File: src/rtl/intr_seq.sv
module intr_seq #(
  parameter int TF_BIT = 8,
  parameter int IF_BIT = 9,
  parameter int OF_BIT = 11
) (
  input  logic        clk,
  input  logic        rst_n,
  input  logic        boundary,
  input  logic        div_err,
  input  logic        sw_int,
  input  logic [7:0]  sw_type,
  input  logic        ovf_trap,
  input  logic        nmi,
  input  logic        intr,
  input  logic [7:0]  intr_type,
  output logic        intr_ack,
  input  logic        iret_req,
  input  logic [15:0] flags_in,
  input  logic [15:0] ss_in,
  input  logic [15:0] sp_in,
  input  logic [15:0] cs_in,
  input  logic [15:0] ip_in,
  output logic        mem_req,
  output logic        mem_we,
  output logic [19:0] mem_addr,
  output logic [15:0] mem_wdata,
  input  logic [15:0] mem_rdata,
  input  logic        mem_rdy,
  output logic        busy,
  output logic        upd_valid,
  output logic [7:0]  vec_type,
  output logic [15:0] flags_out,
  output logic [15:0] sp_out,
  output logic [15:0] cs_out,
  output logic [15:0] ip_out
);

  typedef enum logic [3:0] {
    S_IDLE, S_PF, S_PC, S_PI, S_RI, S_RC, S_OI, S_OC, S_OF, S_DONE
  } st_t;

  localparam logic [15:0] CLR_MASK = ~((16'd1 << IF_BIT) | (16'd1 << TF_BIT));

  st_t         state;
  logic [15:0] ss_r, sp_r, cs_r, ip_r, fl_r;
  logic [7:0]  typ_r;
  logic        nmi_d, nmi_pend;

  logic        take, nmi_take, ret_take;
  logic [7:0]  tsel;
  logic [15:0] seg, off;

  assign busy      = state != S_IDLE;
  assign upd_valid = state == S_DONE;
  assign vec_type  = typ_r;
  assign flags_out = fl_r;
  assign sp_out    = sp_r;
  assign cs_out    = cs_r;
  assign ip_out    = ip_r;
  assign ret_take  = (state == S_IDLE) && iret_req;

  always_comb begin
    take = 1'b0;
    nmi_take = 1'b0;
    intr_ack = 1'b0;
    tsel = 8'd0;
    if (state == S_IDLE && !iret_req && boundary) begin
      if (div_err) begin
        take = 1'b1; tsel = 8'd0;
      end else if (sw_int) begin
        take = 1'b1; tsel = sw_type;
      end else if (ovf_trap && flags_in[OF_BIT]) begin
        take = 1'b1; tsel = 8'd4;
      end else if (nmi_pend) begin
        take = 1'b1; tsel = 8'd2; nmi_take = 1'b1;
      end else if (intr && flags_in[IF_BIT]) begin
        take = 1'b1; tsel = intr_type; intr_ack = 1'b1;
      end else if (flags_in[TF_BIT]) begin
        take = 1'b1; tsel = 8'd1;
      end
    end
  end

  always_comb begin
    mem_req = 1'b1;
    mem_we = 1'b0;
    mem_wdata = 16'd0;
    seg = ss_r;
    off = sp_r;
    case (state)
      S_PF: begin mem_we = 1'b1; off = sp_r - 16'd2; mem_wdata = fl_r; end
      S_PC: begin mem_we = 1'b1; off = sp_r - 16'd2; mem_wdata = cs_r; end
      S_PI: begin mem_we = 1'b1; off = sp_r - 16'd2; mem_wdata = ip_r; end
      S_RI: begin seg = 16'd0; off = {6'd0, typ_r, 2'b00}; end
      S_RC: begin seg = 16'd0; off = {6'd0, typ_r, 2'b10}; end
      S_OI, S_OC, S_OF: ;
      default: mem_req = 1'b0;
    endcase
  end

  assign mem_addr = {seg, 4'h0} + {4'h0, off};

  always_ff @(posedge clk or negedge rst_n) begin
    if (!rst_n) begin
      nmi_d <= 1'b0;
      nmi_pend <= 1'b0;
    end else begin
      nmi_d <= nmi;
      nmi_pend <= (nmi & ~nmi_d) | (nmi_pend & ~nmi_take);
    end
  end

  always_ff @(posedge clk or negedge rst_n) begin
    if (!rst_n) begin
      state <= S_IDLE;
      ss_r <= 16'd0; sp_r <= 16'd0; cs_r <= 16'd0; ip_r <= 16'd0; fl_r <= 16'd0;
      typ_r <= 8'd0;
    end else begin
      case (state)
        S_IDLE: begin
          if (ret_take || take) begin
            ss_r <= ss_in; sp_r <= sp_in; cs_r <= cs_in; ip_r <= ip_in; fl_r <= flags_in;
          end
          if (ret_take) state <= S_OI;
          else if (take) begin
            typ_r <= tsel;
            state <= S_PF;
          end
        end
        S_PF: if (mem_rdy) begin
          sp_r <= sp_r - 16'd2; fl_r <= fl_r & CLR_MASK; state <= S_PC;
        end
        S_PC: if (mem_rdy) begin sp_r <= sp_r - 16'd2; state <= S_PI; end
        S_PI: if (mem_rdy) begin sp_r <= sp_r - 16'd2; state <= S_RI; end
        S_RI: if (mem_rdy) begin ip_r <= mem_rdata; state <= S_RC; end
        S_RC: if (mem_rdy) begin cs_r <= mem_rdata; state <= S_DONE; end
        S_OI: if (mem_rdy) begin ip_r <= mem_rdata; sp_r <= sp_r + 16'd2; state <= S_OC; end
        S_OC: if (mem_rdy) begin cs_r <= mem_rdata; sp_r <= sp_r + 16'd2; state <= S_OF; end
        S_OF: if (mem_rdy) begin fl_r <= mem_rdata; sp_r <= sp_r + 16'd2; state <= S_DONE; end
        default: state <= S_IDLE;
      endcase
    end
  end

  AST_PUSH_SP_STEP: assert property (@(posedge clk) disable iff (!rst_n)
    (state inside {S_PF, S_PC, S_PI}) && mem_rdy |=> sp_r == $past(sp_r) - 16'd2);
  AST_IFTF_CLEAR: assert property (@(posedge clk) disable iff (!rst_n)
    (state == S_PC) |-> !fl_r[IF_BIT] && !fl_r[TF_BIT]);
  AST_VEC_ALIGN: assert property (@(posedge clk) disable iff (!rst_n)
    (state == S_RI) |-> mem_addr[1:0] == 2'b00 && mem_addr[19:10] == 10'd0);
  AST_ACK_MASKED: assert property (@(posedge clk) disable iff (!rst_n)
    intr_ack |-> flags_in[IF_BIT] && boundary && !busy);
  AST_POP_SP_STEP: assert property (@(posedge clk) disable iff (!rst_n)
    (state inside {S_OI, S_OC, S_OF}) && mem_rdy |=> sp_r == $past(sp_r) + 16'd2);
  AST_MEM_IN_BUSY: assert property (@(posedge clk) disable iff (!rst_n)
    mem_req |-> busy);
  AST_UPD_PULSE: assert property (@(posedge clk) disable iff (!rst_n)
    upd_valid |=> !upd_valid);

endmodule

File: config.mk
export PLATFORM = sky130hd
export DESIGN_NAME = intr_seq
export DESIGN_NICKNAME = d
export VERILOG_FILES = /design/src/rtl/intr_seq.sv
export SDC_FILE = /design/constraint.sdc
export NUM_CORES = 1
export LEC_CHECK = 0
export BUFFER_PORTS_ARGS = -buffer_cell sky130_fd_sc_hd__buf_2
export CORE_MARGIN = 2
export CORE_UTILIZATION = 55
export CTS_BUF_LIST = sky130_fd_sc_hd__clkbuf_16
export DETAILED_ROUTE_END_ITERATION = 6
export PLACE_DENSITY = 0.87
export SLEW_MARGIN = 20
export SYNTH_ARGS = -nofsm -noshare
export SYNTH_HDL_FRONTEND = slang
export SYNTH_SLANG_ARGS = --single-unit
File: constraint.sdc
create_clock -name clk -period 5.75 [get_ports clk]
set_clock_uncertainty 0.15 [all_clocks]
set_input_delay 0 -clock clk [delete_from_list [all_inputs] [get_ports clk]]
set_output_delay 0 -clock clk [all_outputs]
set_load 0.02 [all_outputs]
==> metrics.md, run 1 <==
| Metric | Value |
|---|---|
| P per Cell Area | `a little over 700 nW/um^2` |
| Ys async rst share | `1.000` |
| Peak supply drop | `695.5 uV` |
| Crit start category | `register` |
| Layout cell share with drive strength beyond 1 | `0.2799` |
| EDFF count, synth | `0` |
| RSZ-0062 raised after global routing | `no` |
| Clk sink count | `94` |
| Critical path's most frequent cell | `nor2_1` |
| Final HPWL DP | `14820 um` |
| Filler instances | `569` |
| Leak | `4.404 nW` |
| Critical Path End Type | `output pin` |
| CTS tree | `built` |
| Final Hold Vio Count | `0` |
| Nets | `1243` |
| CP max-delay cell | `dfrtp_1` |
| Cell count after synthesis | `755` |
| Vias per cell | `around 6.9` |
| Setup TNS Final | `0 ns` |
| Status | `complete, but fails checks` |
| CTS buffer count | `9` |
| #FFs+latches synth | `94` |
| Die ar. | `12630 um^2` |
| Area Growth Syn to Fin | `46.34%` |
| Die width | `112.4 um` |
| WP depth | `14` |
| Syn avg cell area | `approximately 8.6 um^2` |
| DRT Pass-1 Iters | `7` |
| Gpl congestion | `0.9676` |
| Routed vias | `approximately 8700` |
| Worst setup path class | `reg2out` |
| Routed Antenna Nets | `0` |
| Data arrival, critical path | `5.16 ns` |
| Final setup viols | `0` |
| CP bufs+invs | `2` |
| Tcrit/Tclk final | `0.9242` |
| Largest net degree at the start of global routing | `67` |
| Post-synth top flop | `dfrtp_1` |
| Top delay family on crit path | `compound AO/OA/AOI/OAI gates` |
| Worst path cell trace | `nor2_1, nand2_1, inv_1, nor2_1, o21ai_0, o211ai_1, ha_1, a211o_1, a21oi_1, o211ai_1, o2111ai_1, xor2_1, nor2_1, buf_2` |
| Syn nets | `892` |
| Crit. Startpoint | `state[3]` |
| Site Rows | `39` |
| Final Max Slew Viols | `0` |
| Cells after DPL | `1087` |
| GRT Overall Usage | `0.4774` |
| Worst skew pair latency | `0.36 ns` |
| Crit path to | `mem_addr[19]` |
| Final wirelength | `30750 um` |
| Post-synthesis sequential area ratio | `0.3641` |
| Initial DRC Count | `1703` |
| Synthesized area | `6461 um^2` |
| Final cell count without fillers | `1257` |
| R2R cell count | `9` |
| Crit Reg-Reg Startpoint | `state[0]` |
| Worst stage delay on the critical path | `roughly 0.87 ns` |
| Max Cap Violations | `0` |
| HP Class | `in2reg` |
| Most common cell after layout, fill and taps aside | `buf_2` |
| Post-synth top area share | `0.3641` |
| GRT Residual Overflow | `0` |
| Crit path required time | `5.60 ns` |
| Commonest cells after routing, fill and taps aside | `buf_2, dlygate4sd3_1, nor2_1` |
| Failing checks | `DRC` |
| Max Clk Rate | `0.1882 GHz` |
| Max_slew headroom | `0.3128` |
| Clk pin slew, worst setup/hold paths | `0.06 ns` |
| Max H-tree Level | `3` |
| Core Util, Final | `0.8281` |
| Least-Margin Pin Slew | `approximately 1.0 ns` |
| Antenna violations before repair | `3` |
| Cell accounting for the most synthesized area | `dfrtp_1` |
| Starting Density | `0.5659` |
| Die height | `112.4 um` |
| Hold Slack | `0.1138 ns` |
| Clock root buffer | `clkbuf_16` |
| Yosys warnings | `0` |
| WL/cell | `24.46 um` |
| DRC viols | `21` |
| Top post-synthesis cells by area | `dfrtp_1, a21oi_1, nor2_1, mux2_2, mux2i_1` |
| Area of the core | `11420 um^2` |
| First-pass GRT wire length | `47330 um` |
| Worst R2R End | `nmi_pend` |
| Port Buffer Count | `around 230` |
| Vias in the first global route | `~8800` |
| # IOs | `235` |
| Distinct cells, synth | `64` |
| Final Critical Period | `5.314 ns` |
| CP Max Fanout | `22` |
| Worst reg-to-reg setup slack | `2.17 ns` |
| Worst-case clock buffer depth | `2` |
-- Yosys cell counts (5+ instances only) --
library cell  count
a211o_1           9
a21o_1            8
a21oi_1          86
a22oi_1          38
a31oi_1           5
and2_1           20
and3_1            6
buf_2            11
clkbuf_1         38
dfrtp_1          94
ha_1             14
inv_1            10
mux2_2           33
mux2i_1          34
nand2_1          53
nand3_1          14
nor2_1          111
nor3_1           11
nor4_1            5
o211ai_1          9
o21a_1            6
o21ai_0          42
or3_1             5
xnor2_1           6
xor2_1           10
-- worst reg2reg max path, stage by stage, from the launching register on --
cell           delay (ns)
dfrtp_1              0.41
buf_4                0.28
nor2_1               0.44
nand2_1              0.25
nor2_1               0.27
nand3b_1             0.19
dlygate4sd3_1        0.62
o21ai_0              0.14
dlygate4sd3_1        0.57
o21ai_0              0.13
-- layer usage --
metal  part of all wire  routed length (um)  vias up  GRT usage
met3               0.13                4126      357     0.1452
met2               0.43               13260     1000     0.7410
met1               0.33               10140     3908     0.5463
li1                   -                   -     3461          -
met4               0.10                3228        0     0.3829
met5                  0                   0        -          0
-- kinds of logic (layout without fill, tap and decap cells) --
group,count (synthesis),in the layout,synth area share
and+or+nand+nor,253,253,0.1865
AOI/OAI and AO/OA,245,245,0.2428
DFF,94,94,0.3641
muxes,67,67,0.1102
buffers and inverters,65,421,0.04454
xor gates and xnor gates,16,16,0.02169
adders and majority gates,15,15,0.03021
other,0,3,0
-- repair_timing --
item / CTS / global route
hold endpoints to repair: 118 / 0
setup buffers: 0 / 0
endpoints found under the setup margin: 0 / 0
resized for setup: 0 / 0
hold buffers: 151 / 0
-- power breakdown --
| group | internal [W] | switching, W |
|---|---|---|
| clock network | 0.000292 | 0.000298 |
| registers | 0.000984 | 0.000458 |
| logic | 0.00174 | 0.00301 |
-- through the flow --
| stage | power [W] | cell area (um^2) | setup slack [ns] |
|---|---|---|---|
| 2_1_floorplan | 0.004302 | 6461 | 1.993 |
| 3_3_place_gp | 0.005398 | 7656 | 1.346 |
| 3_5_place_dp | 0.005492 | 7656 | 1.162 |
| 4_1_cts | 0.006273 | 9445 | 0.7736 |
| 5_1_grt | 0.007071 | 9453 | 0.2008 |
| 6_report | 0.006785 | 9455 | 0.4359 |
-- worst min-delay path by stage --
stage	endpoint	slack [ns]	start	cells past startpoint
floorplan	cs_out[0]	-0.45	rst_n	0
global placement	sp_out[11]	-0.20	rst_n	1
detailed placement	sp_out[11]	-0.20	rst_n	1
CTS	vec_type[3]	0.03	boundary	4
global route	sp_out[4]	0.14	sp_in[4]	5
finish	sp_out[4]	0.11	sp_in[4]	5
-- cell type report --
class	count	area [um^2]	area share
well taps	143	178.9	0.01892
clock inverters	7	42.54	0.004499
repair buffers	395	2770	0.2930
clock buffers	9	225.2	0.02382
inverters	10	37.54	0.003970
multi-input cells	596	3841	0.4062
diodes	3	7.507	0.0007940
flip-flops and latches	94	2352	0.2488
-- sequential cells by signal (all words and copies together), names as in the netlist --
register   count
flags_out     16
sp_out        16
nmi_d          1
vec_type       8
ip_out        16
cs_out        16
state          4
ss_r          16
nmi_pend       1
No activity file was read; power rests on OpenSTA's default activity.
==> run 2: changes to the inputs <==
--- a/config.mk
+++ b/config.mk
@@ -10,7 +10,9 @@
 export CORE_UTILIZATION = 55
 export CTS_BUF_LIST = sky130_fd_sc_hd__clkbuf_16
 export DETAILED_ROUTE_END_ITERATION = 6
+export GPL_TIMING_DRIVEN = 0
 export PLACE_DENSITY = 0.87
+export REMOVE_ABC_BUFFERS = 1
 export SLEW_MARGIN = 20
 export SYNTH_ARGS = -nofsm -noshare
 export SYNTH_HDL_FRONTEND = slang
==> constraint.sdc (replaced) <==
create_clock -name clk -period 5.75 [get_ports clk]
set_clock_uncertainty 0.15 [all_clocks]
set_input_delay 0 -clock clk [delete_from_list [all_inputs] [get_ports clk]]
set_output_delay 0 -clock clk [all_outputs]
set_load 0.01 [all_outputs]
==> metrics.md, run 2 (same netlist as run 1, synthesis figures left out) <==
| Metric | Value |
|---|---|
| Area Growth Syn to Fin | `46.38% (about the same)` |
| Status | `finished, final reports clean` |
| CP bufs+invs | `2 (unchanged)` |
| Critical Path End Type | `output pin` |
| Clock root buffer | `clkbuf_16` |
| GRT Overall Usage | `0.4442 (-0.03321)` |
| DRT Pass-1 Iters | `7 (unchanged)` |
| P per Cell Area | `664.6 nW/um^2 (-7.4%)` |
| Starting Density | `0.5659 (unchanged)` |
| Clk pin slew, worst setup/hold paths | `0.07 ns (about the same)` |
| DRC viols | `0 (-100%)` |
| # IOs | `235 (unchanged)` |
| Crit Reg-Reg Startpoint | `state[0]` |
| GRT Residual Overflow | `0 (unchanged)` |
| Design area | `9458 um^2 (about the same)` |
| Routed vias | `8385 (-3.9%)` |
| CP max-delay cell | `dfrtp_2` |
| Worst setup path class | `reg2out` |
| Final setup viols | `0 (unchanged)` |
| WL/cell | `22.81 um (-6.7%)` |
| Max Cap Violations | `0 (unchanged)` |
| Setup bufs post-CTS | `0 (unchanged)` |
| CTS buffer count | `9 (unchanged)` |
| Worst-case clock buffer depth | `2 (unchanged)` |
| Die height | `112.4 um (unchanged)` |
| Routed Antenna Nets | `0 (unchanged)` |
| Vias in the first global route | `8341 (-5.7%)` |
| First-pass GRT wire length | `44440 um (-6.1%)` |
| Clk sink count | `94 (unchanged)` |
| Peak supply drop | `727.4 uV (+4.6%)` |
| Final Critical Period | `5.427 ns (+0.1124 ns)` |
| Die width | `112.4 um (unchanged)` |
| Worst skew pair latency | `0.36 ns (about the same)` |
| Layout cell share with drive strength beyond 1 | `0.2816 (+0.001660)` |
| RSZ-0062 raised after global routing | `no` |
| Largest net degree at the start of global routing | `52 (-22%)` |
| Top delay family on crit path | `simple AND/OR/NAND/NOR gates` |
| Worst stage delay on the critical path | `0.72 ns (-0.15 ns)` |
| Max H-tree Level | `3 (unchanged)` |
| Final wirelength | `28560 um (-7.1%)` |
| Final Max Slew Viols | `0 (unchanged)` |
| DR top layer | `met4` |
| Met1 WL | `9616 um (-5.1%)` |
| Critical path's most frequent cell | `o211ai_1` |
| Filler instances | `584 (+2.6%)` |
| Max_slew headroom | `0.2684 (-0.04447)` |
| Nets | `1240 (-0.24%)` |
| Worst path cell trace | `or2_2, nand2_1, inv_1, nor2_2, o21ai_0, o211ai_1, ha_1, a211o_1, a21oi_1, o211ai_1, o2111ai_1, xor2_1, nor2_1, buf_2` |
| Worst reg-to-reg setup slack | `2.10 ns (-0.07 ns)` |
| Commonest cells after routing, fill and taps aside | `buf_2, dlygate4sd3_1, nor2_1` |
| Crit path required time | `5.60 ns (about the same)` |
| Site Rows | `39 (unchanged)` |
| HP Class | `in2async` |
| Die ar. | `12630 um^2 (unchanged)` |
| Data arrival, critical path | `5.28 ns (+0.12 ns)` |
| Gpl congestion | `0.9522 (-1.6%)` |
| Least-Margin Pin Slew | `1.095 ns (+0.06405 ns)` |
| CP Max Fanout | `36 (+64%)` |
| Port Buffer Count | `234 (unchanged)` |
| CTS tree | `built` |
| Crit start category | `register` |
| Met3 WL | `3283 um (-20%)` |
| Core Util, Final | `0.8283 (about the same)` |
| Tcrit/Tclk final | `0.9437 (+0.01955)` |
| Most common cell after layout, fill and taps aside | `buf_2` |
| Leak | `4.396 nW (-0.18%)` |
| Antenna violations before repair | `1 (-2)` |
| Met2 routed wirelength | `13140 um (-0.91%)` |
| DP Area | `7712 um^2 (+0.74%)` |
| Final Hold Vio Count | `0 (unchanged)` |
| Max Clk Rate | `0.1843 GHz (-2.1%)` |
| Area of the core | `11420 um^2 (unchanged)` |
| Initial DRC Count | `1479 (-13%)` |
| Crit. Startpoint | `state[0]` |
| Vias per cell | `6.697 (-3.5%)` |
| Final HPWL DP | `14380 um (-3.0%)` |
[run 2: path summary, 6_finish.rpt]
kind                                     end  depth (start not counted)
max in group asynchronous           state[1]                          3
min in group clk                   sp_out[4]                          5
worst min-delay path               sp_out[2]                          2
worst max-delay path            mem_addr[19]                         14
worst max register to register      nmi_pend                          8
worst min register to register      nmi_pend                          1
[run 2: layout make-up]
class	instances	area, um^2	share of cell area
Antenna cell	1	2.502	0.0002646
Clock buffer	9	225.2	0.02381
Clock inverter	7	33.78	0.003572
Inverter	10	37.54	0.003969
Multi-Input combinational cell	596	3855	0.4076
Sequential cell	94	2355	0.2490
Tap cell	143	178.9	0.01892
Timing Repair Buffer	392	2770	0.2929
[run 2: repair_timing]
item	CTS	global route
endpoints found under the hold margin	184	0
hold buffers	148	0
endpoints found under the setup margin	0	3
resized for setup	0	1
[run 2: stage by stage]
step	setup TNS (ns)	hold slack [ns]	total power (W)	worst slack [ns]	cells
global route	0	0.03693	0.006586	0.09203	1252
floorplan	0	-0.4456	0.003729	1.496	700
CTS	0	0.002432	0.005803	0.3943	1251
finish	0	0.001520	0.006286	0.3234	1252
global placement	-4.909	-0.02301	0.004906	-0.3316	1077
detailed placement	0	-0.1960	0.005041	0.8510	1087
[run 2: per-layer routing]
layer | GRT usage | vias to the layer above
met5 | 0 | -
met1 | 0.5177 | 3818
met3 | 0.1091 | 254
met2 | 0.7141 | 859
met4 | 0.3236 | 0
li1 | - | 3454
[run 2: power breakdown]
part	switching [W]	total [W]	internal [W]
Combinational	0.00245	0.00420	0.00175
Clock	0.000289	0.000576	0.000288
Sequential	0.000524	0.00151	0.000984
